==> src/rtl/qsb_pkg.sv <==
package qsb_pkg;

    localparam logic [7:0] OFS_CTRL   = 8'h00;
    localparam logic [7:0] OFS_FRAMES = 8'h04;
    localparam logic [7:0] OFS_IEN    = 8'h0C;
    localparam logic [7:0] OFS_STATUS = 8'h10;
    localparam logic [7:0] OFS_RXB    = 8'h40;
    localparam logic [7:0] OFS_TXB    = 8'h44;
    localparam logic [7:0] OFS_RXW    = 8'h48;
    localparam logic [7:0] OFS_TXW    = 8'h4C;
    localparam logic [7:0] OFS_UPPER  = 8'h50;

    localparam logic [31:0] CTRL_KEEP  = 32'h0F01_E403;
    localparam logic [31:0] UPPER_KEEP = 32'hFFFF_0000;
    localparam int          PACK_BIT   = 16;
    localparam int          NUM_EVT    = 3;

    typedef enum logic [3:0] {
        SEL_NONE, SEL_CTRL, SEL_FRAMES, SEL_IEN, SEL_STATUS,
        SEL_RXB, SEL_TXB, SEL_RXW, SEL_TXW, SEL_UPPER
    } reg_sel_e;

    typedef struct packed {
        logic        rd;
        logic        wr;
        reg_sel_e    sel;
        logic [31:0] wdata;
    } bus_req_t;

    typedef struct packed {
        logic [22:0] zero_hi;
        logic        packed_mode;
        logic        ready;
        logic        zero_6;
        logic        tx_full;
        logic        rx_empty;
        logic        tx_space;
        logic [2:0]  evt;
    } status_t;

    function automatic reg_sel_e decode(input logic [7:0] a);
        case (a)
            OFS_CTRL:   return SEL_CTRL;
            OFS_FRAMES: return SEL_FRAMES;
            OFS_IEN:    return SEL_IEN;
            OFS_STATUS: return SEL_STATUS;
            OFS_RXB:    return SEL_RXB;
            OFS_TXB:    return SEL_TXB;
            OFS_RXW:    return SEL_RXW;
            OFS_TXW:    return SEL_TXW;
            OFS_UPPER:  return SEL_UPPER;
            default:    return SEL_NONE;
        endcase
    endfunction

endpackage

==> src/rtl/qsb_fifo.sv <==
module qsb_fifo #(
    parameter int DEPTH = 8,
    localparam int AW = $clog2(DEPTH)
) (
    input  logic          clk,
    input  logic          rst,
    input  logic [2:0]    push_n,
    input  logic [31:0]   push_data,
    input  logic [2:0]    pop_n,
    output logic [31:0]   head,
    output logic [AW:0]   count
);
    logic [7:0]    mem [DEPTH];
    logic [AW-1:0] wr_ptr, rd_ptr;
    logic [AW:0]   free_slots, push_w, pop_w;
    logic          push_ok, pop_ok;

    assign free_slots = (AW+1)'(DEPTH) - count;
    assign push_w     = (AW+1)'(push_n);
    assign pop_w      = (AW+1)'(pop_n);
    assign push_ok    = (push_n != 3'd0) && (free_slots >= push_w);
    assign pop_ok     = (pop_n != 3'd0) && (count >= pop_w);

    generate
        for (genvar k = 0; k < 4; k++) begin : g_peek
            assign head[8*k +: 8] = mem[rd_ptr + AW'(k)];
        end
    endgenerate

    always_ff @(posedge clk) begin
        if (rst) begin
            wr_ptr <= '0;
            rd_ptr <= '0;
            count  <= '0;
        end else begin
            if (push_ok) begin
                for (int k = 0; k < 4; k++) begin
                    if (k < int'(push_n)) begin
                        mem[wr_ptr + AW'(k)] <= push_data[8*k +: 8];
                    end
                end
                wr_ptr <= wr_ptr + AW'(push_n);
            end
            if (pop_ok) begin
                rd_ptr <= rd_ptr + AW'(pop_n);
            end
            count <= count + (push_ok ? push_w : '0) - (pop_ok ? pop_w : '0);
        end
    end

    // occupancy never passes the depth
    a_r6_no_overflow: assert property (@(posedge clk) disable iff (rst)
        count <= (AW+1)'(DEPTH));

    // a refused pop with no push leaves the level unchanged
    a_r7_short_pop_holds: assert property (@(posedge clk) disable iff (rst)
        (pop_n != 3'd0 && count < pop_w && push_n == 3'd0) |=> $stable(count));

endmodule

==> src/rtl/qsb_events.sv <==
module qsb_events #(
    parameter int N = 3
) (
    input  logic         clk,
    input  logic         rst,
    input  logic [N-1:0] set_vec,
    input  logic [N-1:0] clr_vec,
    output logic [N-1:0] evt
);
    generate
        for (genvar i = 0; i < N; i++) begin : g_bit
            always_ff @(posedge clk) begin
                if (rst)             evt[i] <= 1'b0;
                else if (set_vec[i]) evt[i] <= 1'b1;
                else if (clr_vec[i]) evt[i] <= 1'b0;
            end

            // a set bit not cleared by a write of 1 stays set
            a_r8_sticky: assert property (@(posedge clk) disable iff (rst)
                (evt[i] && !clr_vec[i]) |=> evt[i]);

            // a set request shows on the next cycle
            a_r9_set_seen: assert property (@(posedge clk) disable iff (rst)
                set_vec[i] |=> evt[i]);
        end
    endgenerate
endmodule

==> src/rtl/qspi_bus_regs.sv <==
module qspi_bus_regs #(
    parameter int TX_DEPTH = 8,
    localparam int RX_DEPTH = 2 * TX_DEPTH,
    localparam int TAW = $clog2(TX_DEPTH),
    localparam int RAW = $clog2(RX_DEPTH)
) (
    input  logic        clk,
    input  logic        rst,
    input  logic        bus_sel,
    input  logic        bus_wr,
    input  logic        bus_rd,
    input  logic [7:0]  bus_addr,
    input  logic [31:0] bus_wdata,
    output logic [31:0] bus_rdata,
    output logic        irq,
    output logic [31:0] cfg_ctrl,
    output logic [31:0] cfg_frames,
    output logic [31:0] cfg_total_bytes,
    input  logic        seq_tx_pop,
    output logic [7:0]  seq_tx_data,
    output logic        seq_tx_empty,
    input  logic        seq_rx_push,
    input  logic [7:0]  seq_rx_data,
    input  logic        seq_tx_done,
    input  logic        seq_rx_done,
    input  logic        seq_ready
);
    import qsb_pkg::*;

    bus_req_t    req;
    logic [31:0] ctrl_q, frames_q, upper_q;
    logic [5:0]  ien_q;
    logic [2:0]  tx_push_n, rx_pop_n;
    logic [31:0] tx_head, rx_head;
    logic [TAW:0] tx_count, tx_free;
    logic [RAW:0] rx_count;
    logic [2:0]  evt_set, evt_clr, evt;
    logic        packed_mode, rx_avail_cond;
    status_t     stat;

    always_comb begin
        req.wr    = bus_sel && bus_wr;
        req.rd    = bus_sel && bus_rd && !bus_wr;
        req.sel   = decode(bus_addr);
        req.wdata = bus_wdata;
    end

    // configuration registers
    always_ff @(posedge clk) begin
        if (rst) begin
            ctrl_q   <= '0;
            frames_q <= '0;
            upper_q  <= '0;
            ien_q    <= '0;
        end else if (req.wr) begin
            case (req.sel)
                SEL_CTRL:   ctrl_q   <= req.wdata & CTRL_KEEP;
                SEL_FRAMES: frames_q <= req.wdata;
                SEL_UPPER:  upper_q  <= req.wdata & UPPER_KEEP;
                SEL_IEN:    ien_q    <= req.wdata[5:0];
                default:    ;
            endcase
        end
    end

    assign packed_mode     = ctrl_q[PACK_BIT];
    assign cfg_ctrl        = ctrl_q;
    assign cfg_frames      = frames_q;
    assign cfg_total_bytes = {upper_q[31:16], frames_q[15:0]};

    // transmit queue: bus pushes, sequencer pops
    always_comb begin
        tx_push_n = 3'd0;
        if (req.wr && req.sel == SEL_TXB) tx_push_n = 3'd1;
        if (req.wr && req.sel == SEL_TXW) tx_push_n = 3'd4;
    end

    qsb_fifo #(.DEPTH(TX_DEPTH)) u_txq (
        .clk       (clk),
        .rst       (rst),
        .push_n    (tx_push_n),
        .push_data (req.wdata),
        .pop_n     (seq_tx_pop ? 3'd1 : 3'd0),
        .head      (tx_head),
        .count     (tx_count)
    );

    assign seq_tx_data  = tx_head[7:0];
    assign seq_tx_empty = (tx_count == '0);
    assign tx_free      = (TAW+1)'(TX_DEPTH) - tx_count;

    // receive queue: sequencer pushes, bus pops
    always_comb begin
        rx_pop_n = 3'd0;
        if (req.rd && req.sel == SEL_RXB) rx_pop_n = 3'd1;
        if (req.rd && req.sel == SEL_RXW) rx_pop_n = 3'd4;
    end

    qsb_fifo #(.DEPTH(RX_DEPTH)) u_rxq (
        .clk       (clk),
        .rst       (rst),
        .push_n    (seq_rx_push ? 3'd1 : 3'd0),
        .push_data ({24'h0, seq_rx_data}),
        .pop_n     (rx_pop_n),
        .head      (rx_head),
        .count     (rx_count)
    );

    // sticky events
    assign rx_avail_cond = packed_mode ? (rx_count >= (RAW+1)'(4))
                                       : (rx_count != '0);
    assign evt_set = {rx_avail_cond, seq_rx_done, seq_tx_done};
    assign evt_clr = (req.wr && req.sel == SEL_STATUS) ? req.wdata[2:0] : 3'b000;

    qsb_events #(.N(NUM_EVT)) u_evt (
        .clk     (clk),
        .rst     (rst),
        .set_vec (evt_set),
        .clr_vec (evt_clr),
        .evt     (evt)
    );

    always_comb begin
        stat             = '0;
        stat.evt         = evt;
        stat.tx_space    = packed_mode ? (tx_free >= (TAW+1)'(4)) : (tx_free != '0);
        stat.rx_empty    = (rx_count == '0);
        stat.tx_full     = (tx_count == (TAW+1)'(TX_DEPTH));
        stat.ready       = seq_ready;
        stat.packed_mode = packed_mode;
    end

    assign irq = |(stat[5:0] & ien_q);

    // read mux
    always_comb begin
        bus_rdata = '0;
        case (req.sel)
            SEL_CTRL:   bus_rdata = ctrl_q;
            SEL_FRAMES: bus_rdata = frames_q;
            SEL_IEN:    bus_rdata = {26'h0, ien_q};
            SEL_STATUS: bus_rdata = stat;
            SEL_UPPER:  bus_rdata = upper_q;
            SEL_RXB:    bus_rdata = (rx_count != '0) ? {24'h0, rx_head[7:0]} : '0;
            SEL_RXW:    bus_rdata = (rx_count >= (RAW+1)'(4)) ? rx_head : '0;
            default:    bus_rdata = '0;
        endcase
    end

    // no interrupt without an enable
    a_r10_irq_needs_enable: assert property (@(posedge clk) disable iff (rst)
        irq |-> (ien_q != 6'd0));

    // condition seen at a clock edge shows as RX available afterwards
    a_r9_avail_flag: assert property (@(posedge clk) disable iff (rst)
        rx_avail_cond |=> stat.evt[2]);

    // a sequencer pop of a non-empty queue lowers its level unless the bus pushes
    a_r3_pop_drains: assert property (@(posedge clk) disable iff (rst)
        (seq_tx_pop && !seq_tx_empty && tx_push_n == 3'd0) |=> (tx_count == $past(tx_count) - 1'b1));

endmodule

==> config.mk <==
export PLATFORM = sky130hd
export DESIGN_NAME = qspi_bus_regs
export DESIGN_NICKNAME = d
export VERILOG_FILES = /design/src/rtl/qsb_pkg.sv /design/src/rtl/qsb_fifo.sv /design/src/rtl/qsb_events.sv /design/src/rtl/qspi_bus_regs.sv
export SDC_FILE = /design/constraint.sdc
export NUM_CORES = 1
export LEC_CHECK = 0
export BUFFER_PORTS_ARGS = -buffer_cell sky130_fd_sc_hd__buf_2
export CAP_MARGIN = 10
export CORE_MARGIN = 2
export CORE_UTILIZATION = 36
export CTS_CLUSTER_DIAMETER = 80
export DETAILED_ROUTE_END_ITERATION = 10
export MAX_ROUTING_LAYER = met4
export REMOVE_ABC_BUFFERS = 1
export SLEW_MARGIN = 15
export SYNTH_ARGS = -nofsm -noshare
export SYNTH_HDL_FRONTEND = slang
export SYNTH_SLANG_ARGS = --single-unit
==> constraint.sdc <==
create_clock -name clk -period 4.75 [get_ports clk]
set_clock_uncertainty 0.1 [all_clocks]
set_input_delay 0 -clock clk [delete_from_list [all_inputs] [get_ports clk]]
set_output_delay 0 -clock clk [all_outputs]
set_load 0.01 [all_outputs]
==> results <==
- The final number of max-transition violations is 0.
- Hold is met by ~58 ps.
- The worst slack at placement is about 370 ps.
- The total CTS buffers is 34.
- The required arrival time at the worst endpoint is around 5000 ps.
- In the synthesized netlist the dominant register cell turns out to be sky130_fd_sc_hd__edfxtp_1.
- The number of clock sinks is slightly below 300.
- The die height is roughly 230 um.
- For the pin with the worst max-slew slack, the measured transition is between 1000 and 1500 ps.
- The data arrival time of the worst path is 4390 ps.
- After clock tree synthesis, the clock-pin slew on the worst setup and hold paths is approximately 60 ps.
- The kind of capture point of the worst setup path is a register.
- The worst path uses approximately nine tenths of the clock period.
- For this run, design rule violations remaining after detail routing come to 0.
- The HPWL after detailed placement is ~46,000 um.
- The total routing usage reported by global routing is 25.5%.
- In this run the worst hold path is classified as input port to register.
- Dividing the detail-routed via count by the number of cells gives between 6 and 7.
- The total die area is 0.0517 mm^2.
- The floorplan has 81 rows.
- The overall overflow remaining after global route is 0.
- The count of buffers inserted at the top-level ports is between 150 and 200.
- Counting flops with an async set or reset pin after synthesis yields a share of 0%.
- The number of nets in the final layout is 1,886.
- The max-cap violation count is 0.
- The worst-case clock buffer depth is 3.
- STA classifies the critical path startpoint as a register.
- The flow ran to the end, and the final reports show no timing, DRC or antenna violations.
- The total of cells resized after clock tree synthesis is 0.
- The clock root buffer is sky130_fd_sc_hd__clkbuf_16.
- The reported leakage power is approximately 7.3 nW.
- The final count of negative-setup-slack endpoints is 0.
- The number of cells produced by synthesis is around 1,600.
- After detailed routing, the average wire length per cell comes to around 26 um.
- The share of post-route cells with drive strength above 1 is 24.9%.
- The core region area is 0.0491 mm^2.
- The synthesized design contains 290 register bits.
- The worst voltage drop across the vdd grid is roughly 0.22 mV.
- Of the synthesized area, sequential elements account for between 40 and 50%.
- The number of top-level design ports is about 200.
- The total power of the final layout is between 6 and 7 mW.
- The achievable clock frequency is 236 MHz.
- The number of global-route vias before repair is between 10,000 and 15,000.
- The count of distinct cell types in the synthesized netlist is 63.
- The first global-routing pass estimated ~94,000 um of wire.
- The number of H-tree levels is 2.
- The count of synthesis-stage warnings from yosys is 0.
- Yosys mapped a number of flops with a built-in enable equal to approximately 190.
- Once layout is complete, the cells apart from fillers number about 2,500.
- Once routing completed, OpenROAD measured the worst setup slack at between 500 and 600 ps.
- Headroom to the max-slew limit came out at between 20 and 30%.
- The clock tree from TritonCTS is done.
- Summing every instance area after synthesis gives around 0.018 mm^2.
- The last weighted congestion value of the routability-driven placer is 1.00.
- The remaining antenna violation count after routing is 0.
- In this run the mean area of a mapped cell was around 11 um^2.
- The initial core utilization is between 30 and 40%.
- Setup repair after global routing left no endpoint under its margin.
- The top fanout value on the critical path is 19.
- The number of vias in the routed layout is approximately 15,000.
- The pin count of the biggest net entering global routing is 86.
- The instance count after placement with tap cells included is about 2,400.
- From synthesis to final layout, the design area changed by 17.0%.
- The clock reaches the later pin of the worst-skew pair after around 530 ps.
- The critical setup path kind is register to register.
- The count of final hold-check violations is 0.
- The violation count after the first detailed-routing iteration is about 1,900.
- Before antenna repair, the detailed router went through 6 iterations.
- The final period demand of the worst path is between 4000 and 5000 ps.
- The initial antenna violation count was 2.
- The power per standard cell area is roughly 300 mW/mm^2.
- The die extent in x is approximately 230 um.
- Wires add up to around 65,000 um.
-- final cells by class --
type                    instances  area (um^2)
inverters                      42          158
fillers                      4604        28100
clock inverters                15          169
multi-input cells            1144         9390
repair buffers                277         1770
well taps                     664          831
diodes                          2         5.00
clock buffers                  46          940
flip-flops and latches        290         7730
-- worst paths after layout --
kind                    from         endpoint  slack [ps]  cells past startpoint
min reg2reg   cfg_frames[17]   cfg_frames[17]         380                      2
min              bus_addr[2]  u_rxq.rd_ptr[2]          60                      5
max          u_txq.wr_ptr[0]  u_txq.mem[4][3]         500                      7
max reg2reg  u_txq.wr_ptr[0]  u_txq.mem[4][3]         500                      7
-- worst max-delay path: stages, from the launching register on --
cell	delay, ps
sky130_fd_sc_hd__dfxtp_1	890
sky130_fd_sc_hd__clkinv_1	540
sky130_fd_sc_hd__ha_1	530
sky130_fd_sc_hd__or3_1	490
sky130_fd_sc_hd__nor4_2	730
sky130_fd_sc_hd__mux2_2	410
sky130_fd_sc_hd__mux2i_1	170
sky130_fd_sc_hd__o21ai_1	90
-- layer usage --
metal | global-route usage (%) | share of wire [%]
met2 | 40.7 | 47
met4 | 12.9 | 5.5
met1 | 30.2 | 37
met5 | - | 0
met3 | 5.81 | 10
-- through the flow --
step / utilization, % / TNS [ps] / area (um^2)
global placement: 39.5 / 0 / 19400
floorplan: - / -39110 / 17200
global route: 42.8 / 0 / 21000
detailed placement: 39.5 / 0 / 19400
CTS: 42.8 / 0 / 21000
finish: 42.8 / 0 / 21000
-- logic make-up (layout without fill, tap and decap cells) --
logic type,Yosys count,count (layout),synth area share (%)
muxes,240,240,22.4
xor gates and xnor gates,20,20,0.976
other,1,23,0.0209
AOI/OAI and AO/OA,388,388,13.6
adders and majority gates,39,39,2.80
DFF,290,290,43.0
buffers and inverters,211,380,5.39
and+or+nand+nor,436,436,11.7
-- report_power, final --
group	switching [mW]	internal, mW
registers	0.0634	2.73
clock network	1.10	1.56
logic	0.452	0.308
total	1.61	4.60
-- sequential cells by signal, summed over array words and instances, names as in the netlist, 4 cells and up, named ones only --
signal and flops:
u_txq.mem 64, ien_q 6, cfg_ctrl 11, u_rxq.mem 128
u_rxq.rd_ptr 4, u_rxq.wr_ptr 4, u_txq.count 4, u_rxq.count 5
cfg_frames 32, upper_q 16
-- cells in the mapped netlist (38+ instances only) --
master	number	area [um^2]
sky130_fd_sc_hd__nor2_1	80	300
sky130_fd_sc_hd__mux4_2	128	2880
sky130_fd_sc_hd__o22ai_1	40	250
sky130_fd_sc_hd__buf_4	38	285
sky130_fd_sc_hd__inv_1	40	150
sky130_fd_sc_hd__dfxtp_1	98	1960
sky130_fd_sc_hd__clkbuf_1	101	379
sky130_fd_sc_hd__mux2i_1	95	951
sky130_fd_sc_hd__nand2_1	202	758
sky130_fd_sc_hd__o21ai_0	103	515
sky130_fd_sc_hd__edfxtp_1	192	5770
sky130_fd_sc_hd__a21oi_1	90	450
-- cells in the final DEF (no fill, tap or decap), drive strengths merged, types with 11 or more instances in the layout --
| cell | n |
|---|---|
| o22ai | 40 |
| dlygate4sd3 | 50 |
| o21ai | 115 |
| conb | 21 |
| nor2 | 81 |
| dfxtp | 98 |
| nor3 | 17 |
| clkbuf | 46 |
| inv | 43 |
| a211oi | 15 |
| nand2 | 202 |
| edfxtp | 192 |
| and2 | 22 |
| mux2i | 95 |
| a21o | 23 |
| nand3 | 27 |
| buf | 227 |
| ha | 37 |
| mux4 | 128 |
| a22o | 11 |
| clkinv | 11 |
| a22oi | 23 |
| nor4 | 26 |
| a21oi | 90 |
| a221oi | 35 |
| mux2 | 17 |
-- what timing repair did --
action | in CTS | in global routing
hold endpoints to repair | 269 | 0
setup buffers | 0 | 0
hold buffers | 50 | 0
(Power assumes the default switching activity.)
